**src/rtl/rsc_row_array.sv**
```systemverilog
module rsc_row_array #(
    parameter int ROWS = 8,
    parameter int COLS = 8,
    localparam int RW = $clog2(ROWS),
    localparam int CW = $clog2(COLS)
) (
    input  logic            clk,
    input  logic            rst_n,
    input  logic [RW-1:0]   rd_row,
    output logic [COLS-1:0] rd_bits,
    input  logic            wb_en,
    input  logic [RW-1:0]   wb_row,
    input  logic [COLS-1:0] wb_bits,
    input  logic            flip_en,
    input  logic [RW-1:0]   flip_row,
    input  logic [CW-1:0]   flip_col
);
    logic [COLS-1:0] cells [ROWS];
    logic [COLS-1:0] flip_mask;

    assign flip_mask = COLS'(1) << flip_col;
    assign rd_bits   = cells[rd_row];

    for (genvar r = 0; r < ROWS; r++) begin : g_row
        logic [COLS-1:0] base;
        logic [COLS-1:0] upset;

        always_comb begin
            base  = (wb_en && wb_row == RW'(r)) ? wb_bits : cells[r];
            upset = (flip_en && flip_row == RW'(r)) ? flip_mask : '0;
        end

        always_ff @(posedge clk or negedge rst_n) begin
            if (!rst_n) cells[r] <= '0;
            else        cells[r] <= base ^ upset;
        end
    end
endmodule

```
**config.mk**
```make
export PLATFORM = sky130hd
export DESIGN_NAME = rsc_row_array
export DESIGN_NICKNAME = d
export VERILOG_FILES = /design/src/rtl/rsc_row_array.sv
export SDC_FILE = /design/constraint.sdc
export NUM_CORES = 1
export LEC_CHECK = 0
export BUFFER_PORTS_ARGS = -buffer_cell sky130_fd_sc_hd__buf_2
export CAP_MARGIN = 25
export CORE_MARGIN = 5
export CORE_UTILIZATION = 35
export CTS_CLUSTER_SIZE = 20
export DETAILED_ROUTE_END_ITERATION = 10
export GPL_TIMING_DRIVEN = 0
export PLACE_DENSITY = 0.49
export SLEW_MARGIN = 10
export SYNTH_ARGS = -nofsm -noshare
export SYNTH_HDL_FRONTEND = slang
export SYNTH_SLANG_ARGS = --single-unit
export TNS_END_PERCENT = 1
```
**constraint.sdc**
```tcl
create_clock -name clk -period 2.2 [get_ports clk]
set_input_delay 0.33 -clock clk [delete_from_list [all_inputs] [get_ports clk]]
set_output_delay 0.33 -clock clk [all_outputs]
set_load 0.01 [all_outputs]
```
==> results.json <==
{
  "fin_crit_sh_pct": 91.73,
  "slowest_stage": "mux4_2",
  "fin_hold_ws_ns": 0.4289,
  "largest_reg_flops": 64,
  "r2r_start": "cells[38]",
  "cts-resized-gates": 0,
  "dr.first_iter.drc_count": 143,
  "hold_viol": 0,
  "fillers": 1080,
  "max_freq_mhz": 495.5,
  "timing.slew.headroom_pct": 50.15,
  "die_y_um": 115.8,
  "cts.sinks": 64,
  "synth_compound_area_share_pct": 0,
  "globalRouteTotalUtil_pct": 16.81,
  "synth-simple-area-share_pct": 12.42,
  "cts_tree": "yes",
  "fin_total_pwr_mw": 3.900,
  "synth_top_cell_by_area": "dfrtp_1",
  "io_pins": 32,
  "tightest_slew_ns": 0.7478,
  "hold_path.class": "input port to async pin",
  "setup_tns_ns": 0,
  "reg_top3": "cells: 64 flops",
  "r2r_slack_ns": 1.42,
  "power_density_nw_per_um2": 882.7,
  "start_util_pct": 36.00,
  "crit_family": "multiplexers",
  "synth-seq-area-share_pct": 40.86,
  "clk_pin_slew_worst_paths_ns": 0.07,
  "synthTopCellsByCount": "dfrtp_1 (64), mux2i_1 (64), xnor2_1 (64)",
  "synthCells": 339,
  "syn-cell-area_um2": 3920,
  "syn_avg_cell_area_um2": 11.56,
  "critPathLaunchType": "input port",
  "place_inst": 493,
  "post_synth_fa_ha_maj_area_fraction_pct": 0,
  "fp-row-count": 38,
  "final_area_um2": 4418,
  "skew_ns": 0,
  "max_cap_viol_count": 0,
  "crit_arrival_ns": 1.69,
  "required_ns": 1.87,
  "r2r_end": "cells[38]",
  "synth-main-ff-cell": "dfrtp_1",
  "drc": 0,
  "critical_path_class": "input port to output pin",
  "avgRoutedWirePerCell_um": 20.59,
  "num_antenna_cells": 0,
  "antenna_found_initial": 0,
  "synth_edf_count": 0,
  "path_cells": "buf_4 > buf_6 > mux4_2 > mux2_2 > buf_2",
  "layoutNonFillerInstCount": 510,
  "vias_per_cell": 5.025,
  "grt_pass1_vias": 2619,
  "post_dp_cell_area_um2": 4190,
  "syn2layout_area_growth_pct": 12.70,
  "r2r_cells": 2,
  "crit_buf_inv": 3,
  "numCtsBuffers": 9,
  "htreeDepth": 3,
  "synth_top_area_share_pct": 40.86,
  "async_flop_share_pct": 100.0,
  "dp_hpwl_um": 6570,
  "synth.net_count": 363,
  "ys_ff_latch": 64,
  "cpPeakStageDelay_ns": 0.51,
  "synth_xor_area_share_pct": 14.30,
  "finalSetupViolCount": 0,
  "die-area_um2": 13420,
  "numPortBuffers": 13,
  "rsz0062_at_grt": "no",
  "cts_root_buffer": "clkbuf_8",
  "grt_pass1_wl_um": 16260,
  "synth.area.top_cells": "dfrtp_1 (41%), mux2i_1 (16%), xnor2_1 (14%)",
  "peakVddDrop_uv": 249.6,
  "fin_nets": 389,
  "maxSlewViolCount": 0,
  "die-width_um": 115.8,
  "num_vias": 2563,
  "core_um2": 10890,
  "grt_max_degree": 42,
  "gr-total-overflow": 0,
  "end_kind": "output pin",
  "min_period_ns": 2.018,
  "clock_latency_ns": 0.34,
  "routed_wl_um": 10500,
  "dr.pass1.iters": 4,
  "gp_congestion": 0.7578,
  "synth_warnings": 0,
  "largest-register": "cells",
  "outcome": "completed",
  "cts_buffer_depth": 2,
  "synth_top_family_by_area": "multiplexers",
  "yosysUniqueCellTypes": 24,
  "final_antenna_net_count": 0,
  "worstPathMaxFanout": 10,
  "drive_gt1_share_pct": 21.62,
  "p_leak_nw": 1.766,
  "synth_mux_area_share_pct": 27.83
}
[layout by cell type (no fill, tap or decap), drive strengths merged]
| master | n |
|---|---|
| mux2i | 64 |
| xnor2 | 64 |
| dfrtp | 64 |
| nor2 | 64 |
| buf | 36 |
| clkbuf | 27 |
| mux4 | 16 |
| mux2 | 8 |
| nand4b | 6 |
| nand4bb | 3 |
| nand3b | 3 |
| and4bb | 3 |
| or3b | 3 |
| nand4 | 2 |
| or3 | 1 |
| or4b | 1 |
| nor4b | 1 |
| nand3 | 1 |
| bufinv | 1 |
| clkinv | 1 |
| dlygate4sd3 | 1 |
[stage by stage]
| step | worst slack (ns) | utilization, % |
|---|---|---|
| 5_1_grt | 0.1126 | 40.58 |
| 6_report | 0.1819 | 40.58 |
| 3_5_place_dp | 0.1579 | 38.49 |
| 4_1_cts | 0.1564 | 40.58 |
| 3_3_place_gp | 0.1611 | 38.21 |
| 2_1_floorplan | 0.4496 | - |
[cells by family after synthesis]
family,Yosys count
buffers and inverters,35
multiplexers,88
AND/OR/NAND/NOR,88
XOR/XNOR,64
flip-flops,64
[worst max path at each step]
stage	cells after the start	endpoint	slack, ns	from
3_3_place_gp	5	rd_bits[7]	0.16	rd_row[1]
2_1_floorplan	4	rd_bits[7]	0.45	rd_row[1]
6_report	5	rd_bits[7]	0.18	rd_row[1]
3_5_place_dp	5	rd_bits[7]	0.16	rd_row[1]
5_1_grt	5	rd_bits[6]	0.11	rd_row[1]
4_1_cts	5	rd_bits[7]	0.16	rd_row[1]
[area by class of cell]
cell class / count / area, um^2 / share of cell area, %
plain buffers: 35 / 180.2 / 4.078
clock buffers: 14 / 182.7 / 4.135
clock inverters: 2 / 35.03 / 0.7930
multi-input cells: 240 / 2138 / 48.40
flip-flops and latches: 64 / 1602 / 36.25
well taps: 140 / 175.2 / 3.965
repair buffers: 15 / 105.1 / 2.379
[routing by layer]
metal	global-route usage, %	routed length [um]
met1	24.88	5053
met2	25.12	4855
met3	3.029	453
met4	5.104	141
met5	0	0
[timing repair]
action	in CTS	in global routing
buffers inserted	0	0
hold endpoints to repair	23	0
hold buffers	1	0
[power by group]
part	internal, mW	switching, mW
clock	0.647	0.474
sequential	1.53	0.181
combinational	0.608	0.464
total	2.78	1.12
(Power assumes the default switching activity.)
